[src/rtl/pwm_tmr_pkg.sv]
package pwm_tmr_pkg;

    typedef enum logic [0:0] {
        ST_IDLE = 1'b0,
        ST_RUN  = 1'b1
    } tmr_state_e;

    typedef enum logic [1:0] {
        A_CTRL   = 2'd0,
        A_RELOAD = 2'd1,
        A_WSTART = 2'd2,
        A_WEND   = 2'd3
    } reg_addr_e;

    localparam int CTRL_W = 6;

    typedef struct packed {
        logic invert;     // bit 5
        logic pwm_mode;   // bit 4
        logic tick_sel;   // bit 3
        logic wide;       // bit 2
        logic auto_rel;   // bit 1
        logic enable;     // bit 0
    } ctrl_t;

    function automatic logic run_fields_ok(input ctrl_t c);
        return c.enable & c.auto_rel & c.wide & c.tick_sel & c.pwm_mode;
    endfunction

endpackage

[src/rtl/pwm_tmr_regs.sv]
module pwm_tmr_regs
    import pwm_tmr_pkg::*;
#(
    parameter int CNT_W = 32
) (
    input  logic             clk,
    input  logic             rst_n,
    input  logic             wr_en,
    input  logic [1:0]       wr_addr,
    input  logic [CNT_W-1:0] wr_data,
    output ctrl_t            ctrl,
    output logic [CNT_W-1:0] rel_stg,
    output logic [CNT_W-1:0] ws_stg,
    output logic [CNT_W-1:0] we_stg
);
    localparam int NREG = 4;

    logic [NREG-1:0] sel;

    genvar g;
    generate
        for (g = 0; g < NREG; g++) begin : g_dec
            assign sel[g] = wr_en && (wr_addr == 2'(g));
        end
    endgenerate

    always_ff @(posedge clk or negedge rst_n) begin
        if (!rst_n) begin
            ctrl    <= '0;
            rel_stg <= '0;
            ws_stg  <= '0;
            we_stg  <= '0;
        end else begin
            if (sel[A_CTRL])   ctrl    <= ctrl_t'(wr_data[CTRL_W-1:0]);
            if (sel[A_RELOAD]) rel_stg <= wr_data;
            if (sel[A_WSTART]) ws_stg  <= wr_data;
            if (sel[A_WEND])   we_stg  <= wr_data;
        end
    end

    AST_ONE_SELECT: assert property (@(posedge clk) disable iff (!rst_n)
        $onehot0(sel));

endmodule

[src/rtl/pwm_tmr_seq.sv]
module pwm_tmr_seq
    import pwm_tmr_pkg::*;
#(
    parameter int CNT_W = 32
) (
    input  logic             clk,
    input  logic             rst_n,
    input  logic             run_ok,
    input  logic [CNT_W-1:0] rel_stg,
    input  logic [CNT_W-1:0] ws_stg,
    input  logic [CNT_W-1:0] we_stg,
    output logic [CNT_W-1:0] cnt,
    output logic [CNT_W-1:0] ws_act,
    output logic [CNT_W-1:0] we_act,
    output logic             running
);
    localparam logic [CNT_W-1:0] TERM = '1;

    tmr_state_e       state_q, state_d;
    logic [CNT_W-1:0] cnt_q, cnt_d;
    logic [CNT_W-1:0] ws_q, we_q;
    logic             load;

    always_ff @(posedge clk or negedge rst_n) begin
        if (!rst_n) state_q <= ST_IDLE;
        else        state_q <= state_d;
    end

    always_comb begin
        state_d = state_q;
        cnt_d   = cnt_q;
        load    = 1'b0;
        unique case (state_q)
            ST_IDLE: begin
                cnt_d = rel_stg;
                load  = 1'b1;
                if (run_ok) state_d = ST_RUN;          // START
            end
            ST_RUN: begin
                if (!run_ok) begin                      // HALT
                    state_d = ST_IDLE;
                    cnt_d   = rel_stg;
                    load    = 1'b1;
                end else if (cnt_q == TERM) begin       // WRAP
                    cnt_d = rel_stg;
                    load  = 1'b1;
                end else begin                          // COUNT
                    cnt_d = cnt_q + CNT_W'(1);
                end
            end
            default: state_d = ST_IDLE;
        endcase
    end

    always_ff @(posedge clk or negedge rst_n) begin
        if (!rst_n) begin
            cnt_q <= '0;
            ws_q  <= '0;
            we_q  <= '0;
        end else begin
            cnt_q <= cnt_d;
            if (load) begin
                ws_q <= ws_stg;
                we_q <= we_stg;
            end
        end
    end

    assign cnt     = cnt_q;
    assign ws_act  = ws_q;
    assign we_act  = we_q;
    assign running = (state_q == ST_RUN);

    AST_COUNT_STEP: assert property (@(posedge clk) disable iff (!rst_n)
        (running && run_ok && cnt_q != TERM) |=> (cnt_q == $past(cnt_q) + CNT_W'(1)));

    AST_WRAP_RELOAD: assert property (@(posedge clk) disable iff (!rst_n)
        (running && run_ok && cnt_q == TERM) |=> (cnt_q == $past(rel_stg)));

    AST_IDLE_FOLLOW: assert property (@(posedge clk) disable iff (!rst_n)
        (!running) |=> (cnt_q == $past(rel_stg)));

    AST_MIDPERIOD_STABLE: assert property (@(posedge clk) disable iff (!rst_n)
        (running && run_ok && cnt_q != TERM) |=> ($stable(ws_q) && $stable(we_q)));

endmodule

[src/rtl/pwm_tmr_cmp.sv]
module pwm_tmr_cmp #(
    parameter int CNT_W = 32
) (
    input  logic             running,
    input  logic             invert,
    input  logic [CNT_W-1:0] cnt,
    input  logic [CNT_W-1:0] ws_act,
    input  logic [CNT_W-1:0] we_act,
    output logic             pwm_out
);
    logic past_start, before_end, in_window;

    always_comb begin
        past_start = (cnt >= ws_act);
        before_end = (cnt < we_act);
        in_window  = running && past_start && before_end;
        pwm_out    = in_window ^ invert;
    end

endmodule

[src/rtl/pwm_reload_timer.sv]
module pwm_reload_timer
    import pwm_tmr_pkg::*;
#(
    parameter int CNT_W = 32
) (
    input  logic             clk,
    input  logic             rst_n,
    input  logic             wr_en,
    input  logic [1:0]       wr_addr,
    input  logic [CNT_W-1:0] wr_data,
    output logic             pwm_out,
    output logic             running,
    output logic [CNT_W-1:0] count
);
    ctrl_t            ctrl;
    logic [CNT_W-1:0] rel_stg, ws_stg, we_stg;
    logic [CNT_W-1:0] ws_act, we_act;
    logic             run_ok;

    pwm_tmr_regs #(.CNT_W(CNT_W)) u_regs (
        .clk     (clk),
        .rst_n   (rst_n),
        .wr_en   (wr_en),
        .wr_addr (wr_addr),
        .wr_data (wr_data),
        .ctrl    (ctrl),
        .rel_stg (rel_stg),
        .ws_stg  (ws_stg),
        .we_stg  (we_stg)
    );

    assign run_ok = run_fields_ok(ctrl);

    pwm_tmr_seq #(.CNT_W(CNT_W)) u_seq (
        .clk     (clk),
        .rst_n   (rst_n),
        .run_ok  (run_ok),
        .rel_stg (rel_stg),
        .ws_stg  (ws_stg),
        .we_stg  (we_stg),
        .cnt     (count),
        .ws_act  (ws_act),
        .we_act  (we_act),
        .running (running)
    );

    pwm_tmr_cmp #(.CNT_W(CNT_W)) u_cmp (
        .running (running),
        .invert  (ctrl.invert),
        .cnt     (count),
        .ws_act  (ws_act),
        .we_act  (we_act),
        .pwm_out (pwm_out)
    );

    AST_START_NEEDS_ALL: assert property (@(posedge clk) disable iff (!rst_n)
        $rose(running) |-> $past(run_ok));

    AST_STOP_NEXT: assert property (@(posedge clk) disable iff (!rst_n)
        (running && !run_ok) |=> !running);

    AST_IDLE_INACTIVE: assert property (@(posedge clk) disable iff (!rst_n)
        (!running) |-> (pwm_out == ctrl.invert));

    AST_EMPTY_WINDOW: assert property (@(posedge clk) disable iff (!rst_n)
        (we_act <= ws_act) |-> (pwm_out == ctrl.invert));

endmodule

[config.mk]
export PLATFORM = sky130hd
export DESIGN_NAME = pwm_reload_timer
export DESIGN_NICKNAME = d
export VERILOG_FILES = /design/src/rtl/pwm_tmr_pkg.sv /design/src/rtl/pwm_tmr_regs.sv /design/src/rtl/pwm_tmr_seq.sv /design/src/rtl/pwm_tmr_cmp.sv /design/src/rtl/pwm_reload_timer.sv
export SDC_FILE = /design/constraint.sdc
export NUM_CORES = 1
export LEC_CHECK = 0
export ABC_AREA = 1
export CORE_MARGIN = 2
export CORE_UTILIZATION = 64
export CTS_CLUSTER_SIZE = 40
export DETAILED_ROUTE_END_ITERATION = 8
export GPL_ROUTABILITY_DRIVEN = 0
export GPL_TIMING_DRIVEN = 0
export PLACE_DENSITY = 0.91
export SYNTH_ARGS = -nofsm -noshare
export SYNTH_HDL_FRONTEND = slang
export SYNTH_HIERARCHICAL = 1
export SYNTH_SLANG_ARGS = --single-unit
[constraint.sdc]
create_clock -name clk -period 4.5 [get_ports clk]
set_input_delay 0.9 -clock clk [delete_from_list [all_inputs] [get_ports clk]]
set_output_delay 0.9 -clock clk [all_outputs]
set_load 0.01 [all_outputs]
* Word-level counts from Yosys, hierarchy flattened *
Index checks and enable logic that the tools add are counted.

operators by class
  equality and inequality tests = 4
  multipliers = 0
  add/sub/neg operators = 1
  $lt $le $gt $ge = 2
  bitwise logic cells = 6
  reduce and logical (&&, ||, !) cells = 7
  mux-type cells = 7
  shift operators = 0
  div/mod/pow operators = 0

operators by type and width
  cell                                                                   number
  32-bit two-way mux                                                     2
  32-bit one-hot mux with 2 select lines                                 1
  32-bit by 1-bit adder with 32-bit output, second input constant        1
  32-bit equality test, second input constant                            1
  32-bit greater-or-equal comparator                                     1
  32-bit less-than comparator                                            1
  1-bit logical AND                                                      6
  1-bit bitwise AND                                                      4
  2-bit equality test, second input constant                             2
  1-bit two-way mux                                                      3
  2-bit by 1-bit equality test with 1-bit output, second input constant  1
  2-bit logical NOT                                                      1
  1-bit one-hot mux with 2 select lines                                  1
  1-bit NOT                                                              1
  1-bit bitwise XOR                                                      1

storage, ports and cells
  latch bits = 0
  output and inout bits = 34
  bits in read-only memories = 0
  word-level logic and storage cells = 40
  memories kept = 0
  RAM bits = 0
  bits in registers = 199
  bits of input ports = 37

* Depth between registers and ports, before layout *
Gate-level depths: netlist of run 1.

  depth after elaboration = 6
  gate-level depth with buffers = 16
  mapped depth without buffers = 16

* Hierarchy *
Netlist of run 1, hierarchy kept.

by module, submodules not included
  module            cells each  area an instance (µm²)  times used  seq. area each (µm²)
  pwm_tmr_seq       645         4699.5                  1           2427.3
  pwm_tmr_regs      456         4181.5                  1           2552.4
  pwm_tmr_cmp       273         1697.9                  1           0.0
  pwm_reload_timer  3           12.5                    1           0.0

* Least setup slack after synthesis of run 1 *
OpenSTA, ideal clock, no wires.

  path type = register to output
  start = register u_seq.cnt_q[3], in the netlist u_seq/cnt[3]
  end = output port pwm_out
  data arrival time = 1518 ps
  slack = 2082 ps
  cell stages (with the launch flop) = 14
  required time = 3600 ps
  buffers on the path = 0
  cell sequence = dfrtp_1 > ha_1 > nand2_2 > nor2_1 > and2_1 > nor2_1 > nand2_1 > nand2_1 > nand2_1 > nand2_1 > nand2_2 > nand3_2 > nand2_1 > nand2_1

on the way
  longest elaborated chain between the ends = 4
  elaborated cells between the ends (all ways) = 5
  classes of those cells = order compare: 2; bitwise: 1; reduce/logical: 2

RTL lines
  item                                line                    RTL
  from (decl)                         pwm_tmr_seq.sv:20       logic [CNT_W-1:0] cnt_q, cnt_d;
  from (signal assigned)              pwm_tmr_seq.sv:61       cnt_q <= cnt_d;
  32-bit greater-or-equal comparator  pwm_tmr_cmp.sv:14       past_start = (cnt >= ws_act);
  1-bit logical AND                   pwm_tmr_cmp.sv:16       in_window = running && past_start && before_end;
  1-bit logical AND *                 pwm_tmr_cmp.sv:16
  1-bit bitwise XOR *                 pwm_tmr_cmp.sv:17       pwm_out = in_window ^ invert;
  to (decl)                           pwm_reload_timer.sv:11  output logic pwm_out,

Every way passes the cells marked *; elsewhere a longest branch is shown, timed or not.

* Final worst setup path of run 1 *
  start = register u_seq.cnt_q[31], in the netlist u_seq/cnt[31]
  end = output port pwm_out

The elaborated chain is that of the path after synthesis.

==> results of run 1 <==
-- cell families (layout without fill, tap and decap cells) --
group	count (synthesis)	after routing	share of synthesized area
and+or+nand+nor	862	862	0.343
adders and majority gates	64	64	0.0756
xor gates and xnor gates	12	12	0.00992
DFF	199	199	0.470
buffers and inverters	193	295	0.0782
AOI/OAI and AO/OA	47	47	0.0235
-- routing by layer --
layer / wire [µm] / GRT usage / up-vias
met1: 12000 / 0.497 / 4818
met4: 1560 / 0.164 / 0
met5: 0 / 0 / -
li1: - / - / 4547
met2: 14300 / 0.578 / 799
met3: 4070 / 0.0989 / 155
-- state kept, by name (all words and copies together) (netlist names) --
| name | count |
|---|---|
| u_regs/rel_stg | 32 |
| u_regs/we_stg | 32 |
| u_regs/ws_stg | 32 |
| u_seq/cnt | 32 |
| u_seq/we_act | 32 |
| u_seq/ws_act | 32 |
| u_regs/ctrl | 6 |
| u_seq/running | 1 |
-- power groups by stage --
stage	combinational (µW)	sequential [µW]	clock [µW]
after detailed placement	1090	2380	0
final	1170	2370	1630
after CTS	1140	2350	1620
after global routing	1300	2390	1700
after global placement	1020	2360	0
after floorplan	698	2290	0
-- metrics by stage --
step / hold slack [ns] / utilization
4_1_cts: 0.417 / 0.745
2_1_floorplan: 0.442 / -
3_5_place_dp: 0.459 / 0.706
3_3_place_gp: 0.453 / 0.704
5_1_grt: 0.430 / 0.745
6_report: 0.384 / 0.745
-- layout make-up --
cell class	count	area, µm²
sequential	199	4980
multi-input combinational	985	4780
fill	1080	4190
timing repair buffer	70	723
inverter	133	499
clock buffer	18	439
buffer	60	329
tap	220	275
clock inverter	14	190
-- worst paths after layout --
kind,from,end,slack [ns],cells after the start
worst max-delay path,u_seq/cnt[31],pwm_out,0.74,10
worst min-delay path,rst_n,u_seq/cnt[30],0.38,1
worst max register to register,u_seq/cnt[0],u_seq/we_act[28],2.02,11
worst min register to register,u_regs/ctrl[1],u_regs/ctrl[1],0.48,2
max in group asynchronous,rst_n,u_regs/we_stg[9],3.12,2
min in group clk,u_regs/ctrl[1],u_regs/ctrl[1],0.48,2
-- cells in the mapped netlist --
master / count / share of area
nand2_1: 614 / 0.22
dfrtp_1: 199 / 0.47
inv_1: 125 / 0.044
nand4_1: 107 / 0.063
nor2_1: 90 / 0.032
ha_1: 64 / 0.076
buf_2: 44 / 0.021
nand3_1: 28 / 0.013
a21oi_1: 26 / 0.012
o21ai_0: 12 / 0.0057
clkbuf_1: 7 / 0.0025
inv_2: 7 / 0.0025
nand2_2: 6 / 0.0035
xnor2_1: 6 / 0.0050
xor2_1: 6 / 0.0050
buf_6: 5 / 0.0053
nor2_2: 5 / 0.0030
nand3b_1: 4 / 0.0028
o21ai_1: 4 / 0.0019
buf_4: 3 / 0.0021
a21oi_2: 2 / 0.0017
nand3_2: 2 / 0.0019
nor3_1: 2 / 0.00095
o21a_1: 2 / 0.0014
a31oi_1: 1 / 0.00059
and2_1: 1 / 0.00059
buf_1: 1 / 0.00035
clkinv_1: 1 / 0.00035
nand3_4: 1 / 0.0017
nor2_4: 1 / 0.0011
nor4_2: 1 / 0.0012
==> run_results.csv, run 1 <==
group,metric,value,unit
logic_synthesis,syn_nets,1478,
floorplanning,die-height,133,µm
logic_synthesis,synth_seq_area_share,0.470,
timing,setup_viol,0,
timing,fin_crit,3.76,ns
layout,final_nets,1567,
critical_path,crit_buf_inv,1,
global_routing,grt_pass1_wl,50900,µm
layout,final_area,0.0122,mm²
cts,clk_pin_slew,0.07,ns
pwr,p_leak,0.00646,µW
critical_path,path_cells,"ha_1, nand2_1, nor2_1, nand4_1, nor2_1, nand2_2, nand3_2, nand2_1, nand2_1, clkdlybuf4s50_1",
timing,tightestPinTransition,0.845,ns
routing,dr.first_iter.drc_count,1489,
layout,final_cell_mix,"nand2_1, dfrtp_1, inv_1",
global_routing,grt_max_degree,131,
layout,antenna_cells,0,
cts,clock_latency,0.45,ns
place,dp_hpwl,21800,µm
routing,drc,0,
cts,cts_repair_resize_count,0,
critical_path,worst-setup-path-type,"flip-flop to output port",
layout,stdcell_count,1699,
layout,drive_gt1_frac,0.0751,
cts,hold_buffers,0,
pwr,switchingPower,1730,µW
logic_synthesis,synthCells,1377,
routing,num_vias,10300,
min_path,hold_class,"input pin to asynchronous set/reset pin",
pwr,ir_drop,0.321,mV
floorplanning,initial_utilization,0.646,
pwr,power.share.sequential,0.459,
cts,cts_made_buffers,17,
global_routing,antenna_found_initial,0,
timing,slew_violations,0,
logic_synthesis,ys_types,31,
timing,hold_viol,0,
critical_path,worst_ep_arrival_time,2.86,ns
floorplanning,rows,47,
cts,cts.sinks,199,
logic_synthesis,synth_area,0.0106,mm²
place,placed_area,0.0116,mm²
pwr,swShare,0.334,
timing,rsz0062_at_grt,"no",
layout,syn_to_final_growth,15.4,%
floorplanning,io_pins,71,
timing,fmax,0.266,GHz
critical_path,crit_top_cell,"nand2_1",
pwr,p_int,3440,µW
pwr,share_comb_of_total_power,0.226,
logic_synthesis,syn_area_per_cell,7.69,µm²
cts,cts_setup_buffers,0,
pwr,clockPowerShare,0.316,
global_routing,track_usage,0.372,
run,maxCapViolCount,0,
routing,via_per_inst,6.07,
critical_path,critPathMaxStageDelay,0.54,ns
floorplanning,coreArea,0.0164,mm²
timing,worst_slack,0.739,ns
critical_path,path_max_fanout,6,
critical_path,cpLargestDelayFamily,"simple AND/OR/NAND/NOR gates",
run_status,status,"completed",
routing,postRouteAntennaNets,0,
cts,clock_tree.buffer_depth,2,
pwr,power,5170,µW
critical_path,end_kind,"output port",
pwr,p_per_area,423,mW/mm²
routing,drt-total-wl,31900,µm
layout,layout_commonest_cell,"nand2_1",
global_routing,grt.overflow.total,0,
floorplanning,dieArea,0.0176,mm²
timing,finClkSkew,0.0122,ns
cts,cts_max_level,4,
logic_synthesis,yosysWarningCount,6,
logic_synthesis,ys_ff_latch,199,
timing,slew_headroom,0.435,
place,place_ws,1.33,ns
timing,setup_tns,0,ns
critical_path,startpoint_type,"flip-flop",
critical_path,slowest_stage,"clkdlybuf4s50_1",
global_routing,grt_pass1_vias,9860,
routing,wire_per_inst,18.8,µm
place,dp.cells,1667,
critical_path,critPathRequiredTime,3.60,ns
cts,tritoncts,"yes",
routing,drtPass1Iterations,6,
cts,cts-root-buf,"clkbuf_16",
timing,fin_crit_sh,0.836,
floorplanning,die_x,133,µm
place,port_buffers,69,
No activity file was read; power rests on OpenSTA's default activity.
==> run 2, diff against run 1 <==
--- a/config.mk
+++ b/config.mk
@@ -7,12 +7,12 @@
 export LEC_CHECK = 0
 export ABC_AREA = 1
 export CORE_MARGIN = 2
-export CORE_UTILIZATION = 64
+export CORE_UTILIZATION = 54
 export CTS_CLUSTER_SIZE = 40
 export DETAILED_ROUTE_END_ITERATION = 8
 export GPL_ROUTABILITY_DRIVEN = 0
 export GPL_TIMING_DRIVEN = 0
-export PLACE_DENSITY = 0.91
+export PLACE_DENSITY = 0.83
 export SYNTH_ARGS = -nofsm -noshare
 export SYNTH_HDL_FRONTEND = slang
 export SYNTH_HIERARCHICAL = 1
==> constraint.sdc (replaced) <==
create_clock -name clk -period 3.1 [get_ports clk]
set_input_delay 0.62 -clock clk [delete_from_list [all_inputs] [get_ports clk]]
set_output_delay 0.62 -clock clk [all_outputs]
set_load 0.01 [all_outputs]
==> run_results.csv, run 2 (same netlist as run 1, synthesis figures left out) <==
group,metric,value,unit
run_status,status,"completed",
global_routing,grt_use_met1,0.426,
critical_path,end_kind,"output port",
timing,finClkSkew,0.0130,ns
timing,fin_crit_sh,0.940,
global_routing,antenna_found_initial,0,
layout,final_nets,1579,
cts,tritoncts,"yes",
layout,final_area,0.0124,mm²
global_routing,grt.overflow.total,0,
pwr,p_leak,0.00650,µW
critical_path,r2r-end,"u_seq/we_act[4]",
critical_path,path_max_fanout,7,
floorplanning,io_pins,71,
layout,stdcell_count,1756,
critical_path,startpoint_type,"flip-flop",
timing,slew_violations,0,
floorplanning,dieArea,0.0208,mm²
global_routing,top_usage_layer,"met2",
critical_path,worst-setup-path-type,"flip-flop to output port",
cts,cts_max_level,4,
timing,setup_viol,0,
floorplanning,die_x,144,µm
global_routing,grt_pass1_vias,9199,
critical_path,r2r-start,"u_seq/cnt[0]",
floorplanning,coreArea,0.0193,mm²
layout,fillers,1571,
critical_path,worst_ep_arrival_time,2.29,ns
cts,clk_pin_slew,0.07,ns
floorplanning,rows,51,
floorplanning,die-height,144,µm
cts,hold_buffers,0,
routing,via_per_inst,5.55,
timing,hold_viol,0,
routing,wire_per_inst,17.0,µm
run,maxCapViolCount,0,
global_routing,grt_max_degree,111,
critical_path,rrSetupSlack,0.65,ns
cts,cts-root-buf,"clkbuf_16",
place,placed_area,0.0116,mm²
pwr,p_per_area,596,mW/mm²
place,dp.cells,1712,
routing,drtPass1Iterations,6,
timing,slew_headroom,0.479,
layout,antenna_cells,0,
pwr,ir_drop,0.415,mV
cts,clock_latency,0.44,ns
layout,syn_to_final_growth,16.9,%
critical_path,crit_start,"u_seq/cnt[30]",
global_routing,track_usage,0.302,
place,dp_hpwl,22000,µm
timing,fmax,0.343,GHz
critical_path,rr_worst_depth,12,
global_routing,use_met2,0.473,
routing,drt-total-wl,29800,µm
global_routing,grt_pass1_wl,47600,µm
routing,dr.first_iter.drc_count,1143,
layout,drive_gt1_frac,0.0946,
cts,cts.sinks,199,
layout,layout_commonest_cell,"nand2_1",
layout,final_cell_mix,"nand2_1, dfrtp_1, inv_1",
floorplanning,initial_utilization,0.548,
routing,postRouteAntennaNets,0,
timing,fin_crit,2.91,ns
min_path,hold_class,"input pin to asynchronous set/reset pin",
timing,rsz0062_at_grt,"no",
cts,cts_made_buffers,17,
place,port_buffers,69,
cts,clock_tree.buffer_depth,2,
global_routing,use_met3,0.0507,
routing,num_vias,9748,
critical_path,critPathRequiredTime,2.48,ns
critical_path,critPathCapture,"pwm_out",
timing,tightestPinTransition,0.779,ns
routing,drc,0,
## run 2: cell count changes in the layout (fill, tap and decap cells not counted), sizes merged
| cell | before | now |
|---|---|---|
| bufinv | 3 | 2 |
| clkdlybuf4s50 | 68 | 67 |
| clkbuf | 25 | 27 |
| clkinv | 5 | 4 |
| inv | 136 | 137 |
| buf | 55 | 67 |
## run 2: layout make-up
type | instances | area (µm²) | area share
clock inverter | 13 | 160 | 0.0129
timing repair buffer | 82 | 808 | 0.0653
clock buffer | 19 | 453 | 0.0366
tap | 265 | 332 | 0.0268
inverter | 133 | 499 | 0.0403
multi-input combinational | 985 | 4800 | 0.388
sequential | 199 | 5000 | 0.404
buffer | 60 | 329 | 0.0266
## run 2: worst min-delay path by stage
stage                      start                end  slack (ns)
5_1_grt                    rst_n   u_regs/we_stg[3]        0.25
6_report                   rst_n   u_regs/we_stg[3]        0.18
3_3_place_gp      u_regs/ctrl[2]     u_regs/ctrl[2]        0.45
4_1_cts                    rst_n   u_regs/we_stg[2]        0.21
3_5_place_dp   u_regs/rel_stg[6]  u_regs/rel_stg[6]        0.46
2_1_floorplan              rst_n     u_regs/ctrl[0]        0.32
## run 2: power breakdown
part,switching [µW],internal [µW]
Sequential,393,3010
Clock,1030,1260
Combinational,979,707
## run 2: worst max-delay path, cell delays in order, from the launching register on
cell      delay [ns]
dfrtp_2         0.47
ha_1            0.29
nand2_1         0.07
nor2_2          0.15
nand4_1         0.21
nor2_1          0.17
nand2_1         0.09
nand2_2         0.08
nand3_2         0.05
nand2_1         0.06
nand2_1         0.08
clkbuf_2        0.14
## run 2: repair_timing
action | 4_1_cts | 5_1_grt
gates resized for setup | 14 | 6
cloned | 0 | 0
buffers inserted | 4 | 8
pin swaps | 1 | 2
setup endpoints to repair | 1 | 1
## run 2: per-layer routing
| layer | up-vias | share of wire |
|---|---|---|
| met5 | - | 0 |
| met4 | 0 | 0.029 |
| met3 | 60 | 0.095 |
| met2 | 535 | 0.45 |
| met1 | 4565 | 0.42 |
| li1 | 4588 | - |
## run 2: through the flow
step	hold WS, ns	setup WS, ns	utilization	setup TNS [ns]	power (µW)
6_report	0.183	0.186	0.640	0	7380
5_1_grt	0.247	0.0593	0.640	0	7780
4_1_cts	0.214	0.0193	0.637	0	7320
3_5_place_dp	0.458	0.144	0.602	0	5020
3_3_place_gp	0.453	-6.68	0.601	-1326.53	4920
2_1_floorplan	0.324	0.962	-	0	4330
